===== config.mk =====
export PLATFORM = sky130hd
export DESIGN_NAME = base_time_adjust
export DESIGN_NICKNAME = d
export VERILOG_FILES = /design/src/rtl/bta_pkg.sv /design/src/rtl/bta_threshold.sv /design/src/rtl/bta_chunk_step.sv /design/src/rtl/base_time_adjust.sv
export SDC_FILE = /design/constraint.sdc
export NUM_CORES = 1
export LEC_CHECK = 0
export ABC_AREA = 0
export ABC_CLOCK_PERIOD_IN_PS = 5930
export BUFFER_PORTS_ARGS = -buffer_cell sky130_fd_sc_hd__buf_2
export CAP_MARGIN = 20
export CORE_MARGIN = 8
export CORE_UTILIZATION = 30
export CTS_CLUSTER_DIAMETER = 150
export DETAILED_ROUTE_END_ITERATION = 10
export HOLD_SLACK_MARGIN = 0.06
export PLACE_DENSITY = 0.53
export SLEW_MARGIN = 10
export SYNTH_ARGS = -nofsm -noshare
export SYNTH_HDL_FRONTEND = slang
export SYNTH_HIERARCHICAL = 1
export SYNTH_SLANG_ARGS = --single-unit

===== constraint.sdc =====
create_clock -name clk -period 5.93 [get_ports clk]
set_input_delay 1.186 -clock clk [delete_from_list [all_inputs] [get_ports clk]]
set_output_delay 1.186 -clock clk [all_outputs]
set_load 0.01 [all_outputs]

===== src/rtl/bta_pkg.sv =====
// Shared types for the base-time adjuster.
package bta_pkg;
    typedef enum logic [1:0] {
        ST_IDLE,
        ST_CHECK,
        ST_SCALE,
        ST_DESCEND
    } bta_state_e;
endpackage


===== src/rtl/bta_threshold.sv =====
// Computes the earliest allowed start: now + 2*period.
// Assumes the sum fits in TIME_W+1 bits (always true for these widths).
module bta_threshold #(
    parameter int TIME_W = 64,
    parameter int PER_W  = 32
) (
    input  logic [TIME_W-1:0] now_time,
    input  logic [PER_W-1:0]  period,
    output logic [TIME_W:0]   thr
);
    // Doubling the period is a one-bit shift folded into the adder operand.
    assign thr = {1'b0, now_time} + {{(TIME_W-PER_W){1'b0}}, period, 1'b0};
endmodule


===== src/rtl/bta_chunk_step.sv =====
// One trial step of the chunk walk: candidate = acc + chunk, and whether it
// is still below the threshold. Purely combinational.
module bta_chunk_step #(
    parameter int TIME_W = 64,
    localparam int W     = TIME_W + 3
) (
    input  logic [TIME_W-1:0] acc,
    input  logic [W-1:0]      chunk,
    input  logic [TIME_W:0]   thr,
    output logic [W-1:0]      sum,
    output logic              below
);
    // Single add followed by a single compare.
    assign sum   = {3'b000, acc} + chunk;
    assign below = sum < {2'b00, thr};
endmodule


===== src/rtl/base_time_adjust.sv =====
// Adjusts a requested schedule start time to lie in
// [now + 2*period, now + 3*period) while keeping it congruent to the request
// modulo period. Requests already at or past the threshold pass through.
// Uses a power-of-two chunk search: scale up until chunk >= gap, then descend,
// at most one add per level. Assumes now + 3*period does not wrap TIME_W.
module base_time_adjust #(
    parameter int TIME_W = 64,
    parameter int PER_W  = 32
) (
    input  logic              clk,
    input  logic              rst_n,
    input  logic              start,
    input  logic [TIME_W-1:0] req_time,
    input  logic [TIME_W-1:0] now_time,
    input  logic [PER_W-1:0]  period,
    output logic              busy,
    output logic              done,
    output logic              err,
    output logic [TIME_W-1:0] adj_time
);
    import bta_pkg::*;

    localparam int W    = TIME_W + 3;
    localparam int LVLW = $clog2(TIME_W + 3);

    bta_state_e        state;
    logic [TIME_W-1:0] base_q;
    logic [PER_W-1:0]  per_q;
    logic [TIME_W:0]   thr_q;
    logic [TIME_W:0]   thr_in;
    logic [TIME_W:0]   gap;
    logic [TIME_W-1:0] acc_q;
    logic [W-1:0]      chunk_q;
    logic [LVLW-1:0]   lvl_q;
    logic [W-1:0]      step_sum;
    logic              step_below;

    bta_threshold #(.TIME_W(TIME_W), .PER_W(PER_W)) u_thr (
        .now_time (now_time),
        .period   (period),
        .thr      (thr_in)
    );

    bta_chunk_step #(.TIME_W(TIME_W)) u_step (
        .acc   (acc_q),
        .chunk (chunk_q),
        .thr   (thr_q),
        .sum   (step_sum),
        .below (step_below)
    );

    // Distance still to cover; only meaningful while base is below threshold.
    assign gap  = thr_q - {1'b0, base_q};
    assign busy = (state != ST_IDLE);

    // Control sequence: capture, check, scale the chunk up, walk it down.
    always_ff @(posedge clk) begin
        if (!rst_n) begin
            state    <= ST_IDLE;
            base_q   <= '0;
            per_q    <= '0;
            thr_q    <= '0;
            acc_q    <= '0;
            chunk_q  <= '0;
            lvl_q    <= '0;
            done     <= 1'b0;
            err      <= 1'b0;
            adj_time <= '0;
        end else begin
            done <= 1'b0;
            case (state)
                ST_IDLE: begin
                    if (start) begin
                        base_q <= req_time;
                        per_q  <= period;
                        thr_q  <= thr_in;
                        state  <= ST_CHECK;
                    end
                end
                ST_CHECK: begin
                    if (per_q == '0) begin
                        adj_time <= base_q;
                        err      <= 1'b1;
                        done     <= 1'b1;
                        state    <= ST_IDLE;
                    end else if ({1'b0, base_q} >= thr_q) begin
                        adj_time <= base_q;
                        err      <= 1'b0;
                        done     <= 1'b1;
                        state    <= ST_IDLE;
                    end else begin
                        acc_q   <= base_q;
                        chunk_q <= {{(W-PER_W){1'b0}}, per_q};
                        lvl_q   <= '0;
                        state   <= ST_SCALE;
                    end
                end
                ST_SCALE: begin
                    if (chunk_q < {2'b00, gap}) begin
                        chunk_q <= chunk_q << 1;
                        lvl_q   <= lvl_q + 1'b1;
                    end else begin
                        state <= ST_DESCEND;
                    end
                end
                ST_DESCEND: begin
                    if (step_below) begin
                        acc_q <= step_sum[TIME_W-1:0];
                    end else if (lvl_q == '0) begin
                        // chunk is one period here, so the sum is the answer
                        adj_time <= step_sum[TIME_W-1:0];
                        err      <= 1'b0;
                        done     <= 1'b1;
                        state    <= ST_IDLE;
                    end else begin
                        chunk_q <= chunk_q >> 1;
                        lvl_q   <= lvl_q - 1'b1;
                    end
                end
                default: state <= ST_IDLE;
            endcase
        end
    end

    // ---------------- assertions ----------------
    assert_done_pulse_R6: assert property (@(posedge clk) disable iff (!rst_n)
        done |=> !done);

    assert_idle_at_done_R6: assert property (@(posedge clk) disable iff (!rst_n)
        done |-> !busy);

    assert_passthru_R2: assert property (@(posedge clk) disable iff (!rst_n)
        (done && !err && ({1'b0, base_q} >= thr_q)) |-> (adj_time == base_q));

    assert_window_lo_R4: assert property (@(posedge clk) disable iff (!rst_n)
        (done && !err && ({1'b0, base_q} < thr_q)) |-> ({1'b0, adj_time} >= thr_q));

    assert_window_hi_R4: assert property (@(posedge clk) disable iff (!rst_n)
        (done && !err && ({1'b0, base_q} < thr_q))
        |-> ({2'b00, adj_time} < ({1'b0, thr_q} + {{(TIME_W+2-PER_W){1'b0}}, per_q})));

    assert_zero_period_R5: assert property (@(posedge clk) disable iff (!rst_n)
        (done && err) |-> ((per_q == '0) && (adj_time == base_q)));

    assert_hold_request_R7: assert property (@(posedge clk) disable iff (!rst_n)
        busy |=> ($stable(base_q) && $stable(per_q) && $stable(thr_q)));

    assert_level_range_R8: assert property (@(posedge clk) disable iff (!rst_n)
        busy |-> (lvl_q <= LVLW'(TIME_W + 2)));
endmodule


Word-level counts from Yosys, hierarchy flattened
Cells that the tools add are included. W data, S select, Z words.

Eq/ne operators: 13. Multiplexer cells: 38. Reduce and logical (&&, ||, !) cells: 11. Add/sub/neg operators: 5. $lt $le $gt $ge: 3.

Operators with widths (count): $mux W64 (7); $mux W67 (5); $pmux W64 S2 (2); $pmux W67 S3 (1); $lt A67 B65 Y1 (2); $add A64 B67 Y67 (1); $add A64 B33 Y65 (1); $ge A64 B65 Y1 (1); $sub A65 B64 Y65 (1); $mux W7 (5); $logic_not A32 Y1 (1); $pmux W7 S3 (1); $ne A2 B2 Y1 const B (9); $mux W2 (6); $reduce_and A4 Y1 (3); $mux W1 (8); $pmux W2 S4 (1); $add A7 B1 Y7 const B (1); $logic_not A7 Y1 (1); $sub A7 B1 Y7 const B (1); $reduce_and A6 Y1 (1); $eq A2 B2 Y1 const B (2); $pmux W1 S2 (2); $reduce_bool A2 Y1 (2); other kinds (5) (5).

Logic and storage cells: 80. Output and inout bits: 67. Input bits: 163. Flip-flop bits (word level): 367.

Depth between registers and ports, before layout
Gate-level depths: netlist of the first run.

Word-level depth: 4. Depth in mapped cells: 28. Gate-level depth less buffers: 25.

Modules after synthesis
Netlist of the first run, hierarchy kept.

By module, submodules not included: base_time_adjust (area an instance 21235.4 µm², instances 1, cells an instance 2491, seq. area each 7347.0 µm²); bta_chunk_step (area an instance 5400.2 µm², instances 1, cells an instance 772, seq. area each 0.0 µm²); bta_threshold (area an instance 2427.3 µm², instances 1, cells an instance 347, seq. area each 0.0 µm²).

Worst setup path before layout of the first run
Ideal clock, no wire load.

Path kind: register to register. Start: reg chunk_q[0]. End: reg acc_q[10]. Arrival time: 5.648 ns. Clock period less this slack: 5.706 ns. Buffers on the path: 3. Library setup time: 0.059 ns. Stages on the path, launching flop included: 28. Required time: 5.871 ns. Path slack: 0.224 ns. Cell sequence: dfxtp_1 -> ha_1 -> fa_1 -> a21oi_1 -> o21ai_0 -> a21oi_2 -> a21oi_1 -> o41a_1 -> a221oi_4 -> o211ai_1 -> a221oi_2 -> xnor2_1 -> ha_1 -> a21o_1 -> a21o_1 -> a21oi_1 -> nor2b_1 -> o21ai_0 -> a21oi_1 -> a2111oi_0 -> a21oi_1 -> nor4_2 -> and3_1 -> clkbuf_1 -> nand2b_1 -> buf_2 -> buf_2 -> o211a_1.

Word-level cells in the longest chain between the ends: 4. Elaborated cells between the ends (all ways): 6. Classes of those cells: add/sub (1); order compare (1); eq/ne (1); mux (2); reduce/logical (1).

RTL lines: start, declared (RTL line base_time_adjust.sv:33) `logic [W-1:0] chunk_q;`; start signal, assigned (RTL line base_time_adjust.sv:93) `chunk_q <= {{(W-PER_W){1'b0}}, per_q};`; start signal, assigned (RTL line base_time_adjust.sv:100) `chunk_q <= chunk_q << 1;`; start signal, assigned (RTL line base_time_adjust.sv:116) `chunk_q <= chunk_q >> 1;`; $add A64 B67 Y67 (RTL line bta_chunk_step.sv:14) `assign sum = {3'b000, acc} + chunk;`; named net step_sum[52] (RTL line base_time_adjust.sv:35) `logic [W-1:0] step_sum;`; $lt A67 B65 Y1 (RTL line bta_chunk_step.sv:15) `assign below = sum < {2'b00, thr};`; named net step_below (RTL line base_time_adjust.sv:36) `logic step_below;`; $ne A2 B2 Y1 (no line); $reduce_and A4 Y1 (no line); end signal, assigned (RTL line base_time_adjust.sv:92) `acc_q <= base_q;`; end signal, assigned (RTL line base_time_adjust.sv:108) `acc_q <= step_sum[TIME_W-1:0];`; end, declared (RTL line base_time_adjust.sv:32) `logic [TIME_W-1:0] acc_q;`.

The timed path passes the listed nets, and every way through them passes these cells. The select of a mux whose other input is x is not followed. A chain may end at the register's enable or synchronous reset.

Final worst setup path of the first run
Start: reg chunk_q[11]. End: reg adj_time[62].

Word-level cells in the longest chain between the ends: 4. Elaborated cells between the ends (all ways): 7. Classes of those cells: add/sub (1); order compare (1); eq/ne (1); mux (3); reduce/logical (1).

RTL lines: $add A64 B67 Y67 (RTL line bta_chunk_step.sv:14); named net step_sum[63] (RTL line base_time_adjust.sv:35); $lt A67 B65 Y1 (RTL line bta_chunk_step.sv:15); named net step_below (RTL line base_time_adjust.sv:36); $ne A2 B2 Y1 (no line); $reduce_and A4 Y1 (no line); end signal, assigned (RTL line base_time_adjust.sv:82) `adj_time <= base_q;`; end signal, assigned (RTL line base_time_adjust.sv:87) `adj_time <= base_q;`; end signal, assigned (RTL line base_time_adjust.sv:111) `adj_time <= step_sum[TIME_W-1:0];`; end, declared (RTL line base_time_adjust.sv:19) `output logic [TIME_W-1:0] adj_time`.

The timed path passes the listed nets, and every way through them passes these cells. The select of a mux whose other input is x is not followed.

==> metrics.md, run 1 <==
| Metric | Value |
|---|---|
| Setup ws final | `-173.0 ps` |
| RR Endpoint | `adj_time[62]` |
| Critical Path End Type | `flop` |
| Post-CTS Hold Buffers | `0` |
| Crit path max fanout | `7` |
| PortBufs | `229` |
| P&R area growth vs syn | `26.31%` |
| Hold_ws | `484.0 ps` |
| Setup CP Type | `flop to flop` |
| Layout fillers | `10030` |
| Vias in the first global route | `27280` |
| Yosys warns | `6` |
| CTS tree | `yes` |
| CTS clk-pin slew, worst paths | `60 ps` |
| H-tree depth | `2` |
| Pre-CTS WS | `-775.2 ps` |
| HP Class | `flop to flop` |
| Worst setup SP type | `flop` |
| Final HPWL from detailed placement | `90.13 mm` |
| # DRC | `0` |
| Sequential share of power | `0.293` |
| Worst slew margin | `0.2443` |
| Worst-Skew Late Latency | `600 ps` |
| Max-Cap Viols | `0` |
| Comb power frac | `0.421` |
| IO Count | `230` |
| Root Driver | `clkbuf_16` |
| Post-route ant nets | `0` |
| Failing checks | `negative setup slack` |
| Routed length per placed instance | `21.94 um` |
| Die X | `327.2 um` |
| Clock tree sinks | `367` |
| Overall power | `10.04 mW` |
| Sw Ratio | `0.3803` |
| Vias post-DR | `28830` |
| Critical hold path startpoint | `err` |
| Cell Rows | `114` |
| Share of post-route cells with drive strength above 1 | `0.2104` |
| Final Max Slew Viols | `0` |
| Pin count of the biggest net entering global routing | `183` |
| Initial DRC Count | `2529` |
| Final std cells w/o fill | `5417` |
| Hold path endpoint | `err` |
| Initial Utilization | `0.3018` |
| Initial antenna violation count | `3` |
| Min cycle time layout | `6103 ps` |
| Core area | `96280 sq um` |
| WL final | `118.9 mm` |
| Syn nets | `4069` |
| Full die area | `107100 sq um` |
| RSZ-0062 raised after global routing | `yes` |
| Fin. Hold Viols | `0` |
| Final Skew | `20.68 ps` |
| First-pass DRT Iterations | `5` |
| Power Dens Cells | `273.6 nW/um^2` |
| Max VDD drop | `0.1797 mV` |
| Final GP Congestion | `0.9487` |
| Die H | `327.2 um` |
| Max clock buf depth | `3` |
| Flop2flop setup slack | `-170 ps` |
| Gr usage total | `0.2034` |
| Worst EP required | `6420 ps` |
| First-pass GRT wire length | `170.7 mm` |
| Reg2reg start | `chunk_q[11]` |
| Slew @ Worst Pin | `1130 ps` |
| Post-Synthesis Cell Area | `29060 sq um` |
| Final #Nets | `4564` |
| Post-synthesis area per instance | `8.051 sq um` |
| Hold Path Cell Cnt | `2` |
| Fin crit share | `1.029` |
| Endpoints failing setup | `202` |
| Cell count of the worst reg-to-reg path | `26` |
| Placed cells | `5272` |
| CP Data Arrival Time | `6600 ps` |
| Clock power share | `0.286` |
| Total grt overflow | `0` |
| CTS buffer count | `45` |
| Drt via density | `5.321` |
| Internal Power | `6.222 mW` |
| Fmax achieved | `0.1639 GHz` |
| Psw | `3.819 mW` |
| Cells after synthesis | `3609` |
| Pleak | `18.48 nW` |
| Status | `finished with violations` |
per-stage QoR:
step / instance area (sq um) / TNS (ps) / util
3_5_place_dp: 33760 / -128530 / 0.3507
3_3_place_gp: 33760 / -145810 / 0.3507
6_report: 36700 / -21260 / 0.3812
2_1_floorplan: 29060 / 0 / -
5_1_grt: 36700 / -54360 / 0.3812
4_1_cts: 36010 / -9886 / 0.3740
state kept, by name (all words and copies together) (netlist names), named ones only:
register  count
chunk_q      67
thr_q        65
acc_q        64
adj_time     64
base_q       64
per_q        32
lvl_q         7
done          1
err           1
state         1
final cells by class:
cell class                 instances  area (sq um)  share of cell area
multi-input combinational       2863         20420              0.5565
timing repair buffer             647          5111              0.1393
clock buffer                      65          1334             0.03634
sequential                       367          7370              0.2008
inverter                         180         675.6             0.01841
antenna                            2         5.005           0.0001364
clock inverter                    17         187.7            0.005114
tap                             1276          1597             0.04350
how the worst max path moves through the flow:
stage                         to  depth (start not counted)   startpoint  slack (ps)
finish              adj_time[62]                         26  chunk_q[11]        -170
global route          chunk_q[3]                         29   chunk_q[0]        -350
CTS                  chunk_q[16]                         31  chunk_q[11]        -100
detailed placement  adj_time[13]                         28     acc_q[0]        -780
global placement    adj_time[57]                         28     acc_q[0]        -840
floorplan              acc_q[10]                         27   chunk_q[0]         220
routing by layer:
metal | up-vias | track usage | routed length (um)
met4 | 2 | 0.06033 | 4096
met3 | 147 | 0.03436 | 8026
met2 | 901 | 0.2947 | 48580
li1 | 14020 | - | -
met5 | - | 0 | 13
met1 | 13750 | 0.3037 | 58140
placed cells by master, fill, tap and decap left out, types with 17 or more instances in the layout:
| cell | n |
|---|---|
| nand2_1 | 619 |
| buf_4 | 358 |
| dfxtp_1 | 353 |
| ha_1 | 290 |
| buf_2 | 228 |
| a21oi_1 | 208 |
| inv_1 | 180 |
| a21boi_0 | 168 |
| mux2i_1 | 166 |
| o21ai_0 | 134 |
| nand3_1 | 130 |
| o211a_1 | 129 |
| a21o_1 | 119 |
| nor2_1 | 110 |
| xnor2_1 | 98 |
| xor2_1 | 88 |
| nand4_1 | 65 |
| clkbuf_16 | 63 |
| o211ai_1 | 49 |
| o21ai_1 | 41 |
| mux2_2 | 34 |
| o21bai_1 | 29 |
| and3_1 | 25 |
| nor3_1 | 24 |
| nor2b_1 | 23 |
| buf_12 | 23 |
| nand2b_1 | 17 |
what timing repair did:
item                                    in CTS  in global routing
gates resized for setup                     86                 57
setup buffers                               22                  8
pin swaps                                   54                 32
gates cloned                                 9                 23
endpoints found under the setup margin     204                204
power groups by stage:
| stage | combinational (mW) | clock [mW] | sequential, mW |
|---|---|---|---|
| 2_1_floorplan | 2.46 | 0 | 2.91 |
| 3_3_place_gp | 3.77 | 0 | 2.98 |
| 3_5_place_dp | 3.79 | 0 | 2.98 |
| 4_1_cts | 3.98 | 2.92 | 2.93 |
| 5_1_grt | 4.60 | 3.03 | 2.96 |
| 6_report | 4.23 | 2.87 | 2.94 |
critical path: stages, from the launching register on:
cell	delay, ps
dfxtp_4	370
ha_4	270
buf_6	110
and4_4	240
nand4_1	100
a211o_1	350
a21bo_1	230
buf_4	150
a31oi_4	280
o21ai_0	230
o211ai_1	320
a221oi_2	140
buf_4	190
o31ai_1	350
xor2_1	240
ha_1	270
o21ai_1	80
nand2b_1	150
a2111oi_4	400
a21oi_2	100
nor4_2	210
buf_4	190
and3_4	240
a21oi_4	60
and2_4	280
clkbuf_16	220
o211a_1	210
Note: power is estimated with default switching activity, not from simulation.
==> run 2: changes to the inputs <==
--- a/config.mk
+++ b/config.mk
@@ -10,12 +10,11 @@
 export BUFFER_PORTS_ARGS = -buffer_cell sky130_fd_sc_hd__buf_2
 export CAP_MARGIN = 20
 export CORE_MARGIN = 8
-export CORE_UTILIZATION = 30
+export CORE_UTILIZATION = 55
 export CTS_CLUSTER_DIAMETER = 150
 export DETAILED_ROUTE_END_ITERATION = 10
 export HOLD_SLACK_MARGIN = 0.06
-export PLACE_DENSITY = 0.53
-export SLEW_MARGIN = 10
+export PLACE_DENSITY = 0.83
 export SYNTH_ARGS = -nofsm -noshare
 export SYNTH_HDL_FRONTEND = slang
 export SYNTH_HIERARCHICAL = 1
==> run 2 against run 1 <==
Compared with the run above: fmax fell by 2.0%; the flow still finishes with violations (negative setup slack); global-route usage rose by 11 points; die area fell by 44%; clock skew rose by 6.5 ps; critical path depth rose by 2; critical path type unchanged; first-iteration DRC count rose by 36%; setup slack got worse by 120 ps; worst hold slack improved by 4.3 ps; core utilization rose by 27 points; sequential power barely moved; register-to-register slack got worse by 120 ps; non-clock buffer count fell by 127.
==> metrics.md, run 2 (same netlist as run 1, synthesis figures left out) <==
| Metric | Value |
|---|---|
| Slew @ Worst Pin | `1143 ps (+12.84 ps)` |
| Worst EP required | `6390 ps (-30 ps)` |
| Root Driver | `clkbuf_16` |
| Full die area | `60440 sq um (-44%)` |
| Final GP Congestion | `1.018 (+7.3%)` |
| Slowest stage delay, CP | `450 ps (+50 ps)` |
| Post-route ant nets | `0 (unchanged)` |
| Hold Path Cell Cnt | `2 (unchanged)` |
| Final Max Slew Viols | `0 (unchanged)` |
| CTS tree | `yes` |
| # DRC | `0 (unchanged)` |
| Max clock buf depth | `3 (unchanged)` |
| HP Class | `flop to flop` |
| Share of post-route cells with drive strength above 1 | `0.1830 (-0.02744)` |
| Critical path's slowest cell | `a221oi_2` |
| Max VDD drop | `0.1762 mV (-2.0%)` |
| Routed length per placed instance | `21.33 um (-2.8%)` |
| Commonest non-fill, non-tap cell in the layout | `nand2_1` |
| Max reg flops | `67 (unchanged)` |
| Seq. cell area | `7361 sq um (-0.12%)` |
| Worst slew margin | `0.2382 (-0.006137)` |
| WL final | `100.1 mm (-16%)` |
| Vias post-DR | `29250 (+1.5%)` |
| CTS buffer count | `40 (-11%)` |
| Largest registers | `chunk_q: 67 flops, thr_q: 65 flops` |
| Initial Utilization | `0.5540 (+0.2522)` |
| Cell count of the worst reg-to-reg path | `28 (+7.7%)` |
| Gr usage total | `0.3136 (+0.1102)` |
| Final Skew | `27.17 ps (+6.491 ps)` |
| First-pass GRT wire length | `152.7 mm (-11%)` |
| CTS clk-pin slew, worst paths | `70 ps (about the same)` |
| Initial DRC Count | `3432 (+36%)` |
| Failing checks | `negative setup slack` |
| WP depth | `28 (+7.7%)` |
| Die X | `245.9 um (-25%)` |
| Final HPWL from detailed placement | `75.57 mm (-16%)` |
| Worst setup SP type | `flop` |
| P&R area growth vs syn | `18.27%` |
| First-pass DRT Iterations | `6 (+1)` |
| Flop2flop setup slack | `-300 ps (-120 ps)` |
| Power Dens Cells | `273.5 nW/um^2 (about the same)` |
| Min cycle time layout | `6227 ps (+124.5 ps)` |
| Final #Nets | `4430 (-2.9%)` |
| Crit path max fanout | `42 (+35)` |
| Pin count of the biggest net entering global routing | `200 (+9.3%)` |
| IO Count | `230 (unchanged)` |
| Multi-input logic area | `20360 sq um (-0.29%)` |
| Max-Cap Viols | `0 (unchanged)` |
| Setup CP Type | `flop to flop` |
| Largest register by flop count | `chunk_q` |
| Fmax achieved | `0.1606 GHz (-2.0%)` |
| Drt via density | `6.234 (+17%)` |
| Status | `finished with violations` |
| Post-CTS Hold Buffers | `0 (unchanged)` |
| Initial antenna violation count | `2 (-1)` |
| Setup ws final | `-297.5 ps (-124.5 ps)` |
| Total grt overflow | `0 (unchanged)` |
| Fin. Hold Viols | `0 (unchanged)` |
| Pre-CTS WS | `-544.6 ps (+230.6 ps)` |
| Cell Rows | `84 (-26%)` |
| Post-Route Utilization | `0.6553 (+0.2741)` |
| CP delay by family, top | `compound AO/OA/AOI/OAI gates` |
| Commonest non-fill, non-tap cells in the layout | `nand2_1 (618), dfxtp_1 (358), ha_1 (290)` |
| Fin crit share | `1.050 (+0.02099)` |
| Die H | `245.9 um (-25%)` |
| Core area | `52450 sq um (-46%)` |
| Pleak | `17.57 nW (-4.9%)` |
| Worst-Skew Late Latency | `580 ps (-20 ps)` |
| Critical Path End Type | `flop` |
| Cell mode on critical path | `a21oi_2` |
| Clock tree sinks | `367 (unchanged)` |
| Vias in the first global route | `27390 (+0.40%)` |
| Layout fillers | `4269 (-57%)` |
| RSZ-0062 raised after global routing | `yes` |
| H-tree depth | `2 (unchanged)` |
| Endpoints failing setup | `204 (+0.99%)` |
| CP Data Arrival Time | `6690 ps (+90 ps)` |
| WP buf/inv | `3 (-2)` |
| PortBufs | `229 (unchanged)` |
[run 2: cell types whose count changed in the layout (fill, tap and decap cells not counted), sizes merged]
cell,delta
inv,+1
clkinv,+1
and2,-1
clkbuf,-22
nand2b,-1
diode,+2
buf,-117
[run 2: power breakdown]
group	switching [mW]	internal (mW)
combinational	2.23	1.65
sequential	0.252	2.70
clock	1.09	1.48
[run 2: timing repair]
action	4_1_cts	5_1_grt
pin swaps	21	24
endpoints found under the hold margin	0	0
setup buffers	21	9
gates cloned	4	6
setup endpoints to repair	204	204
resized for setup	58	29
[run 2: path summary, 6_finish.rpt]
| kind | start | endpoint |
|---|---|---|
| worst min register to register | base_q[51] | base_q[51] |
| worst max register to register | chunk_q[0] | adj_time[5] |
| worst min-delay path | base_q[51] | base_q[51] |
| worst max-delay path | chunk_q[0] | adj_time[5] |
[run 2: layer usage]
metal  vias up  wire length, um  track usage  part of all wire
met1     13800            43510       0.4467              0.43
met5         -                0            0                 0
li1      13730                -            -                 -
met2      1461            41030       0.4545              0.41
met4         0             4698       0.1321             0.047
met3       257            10820      0.06245              0.11
[run 2: worst min-delay path, delay by kind of cell, from the launching register on]
kind | cells | cell delay [ps]
and+or+nand+nor | 1 | 50
DFF | 1 | 320
AOI/OAI and AO/OA | 1 | 70
[run 2: layout make-up]
type                       instances  area share
multi-input combinational       2861      0.5926
inverter                         180     0.01966
tap                              688     0.02505
antenna                            4   0.0002913
clock inverter                    19    0.006153
sequential                       367      0.2142
clock buffer                      53     0.03258
timing repair buffer             520      0.1095
[run 2: metrics by stage]
step / total power [mW] / instance area, sq um / setup TNS [ps] / cells / hold slack [ps]
finish: 9.398 / 34370 / -41030 / 4692 / 488.4
global route: 9.851 / 34360 / -86640 / 4690 / 505.7
CTS: 9.224 / 34100 / -269.2 / 4674 / 485.4
detailed placement: 6.530 / 32270 / -98450 / 4577 / 475.5
global placement: 6.452 / 32270 / -59710 / 4577 / 469.5
floorplan: 5.369 / 29060 / 0 / 3609 / 455.0
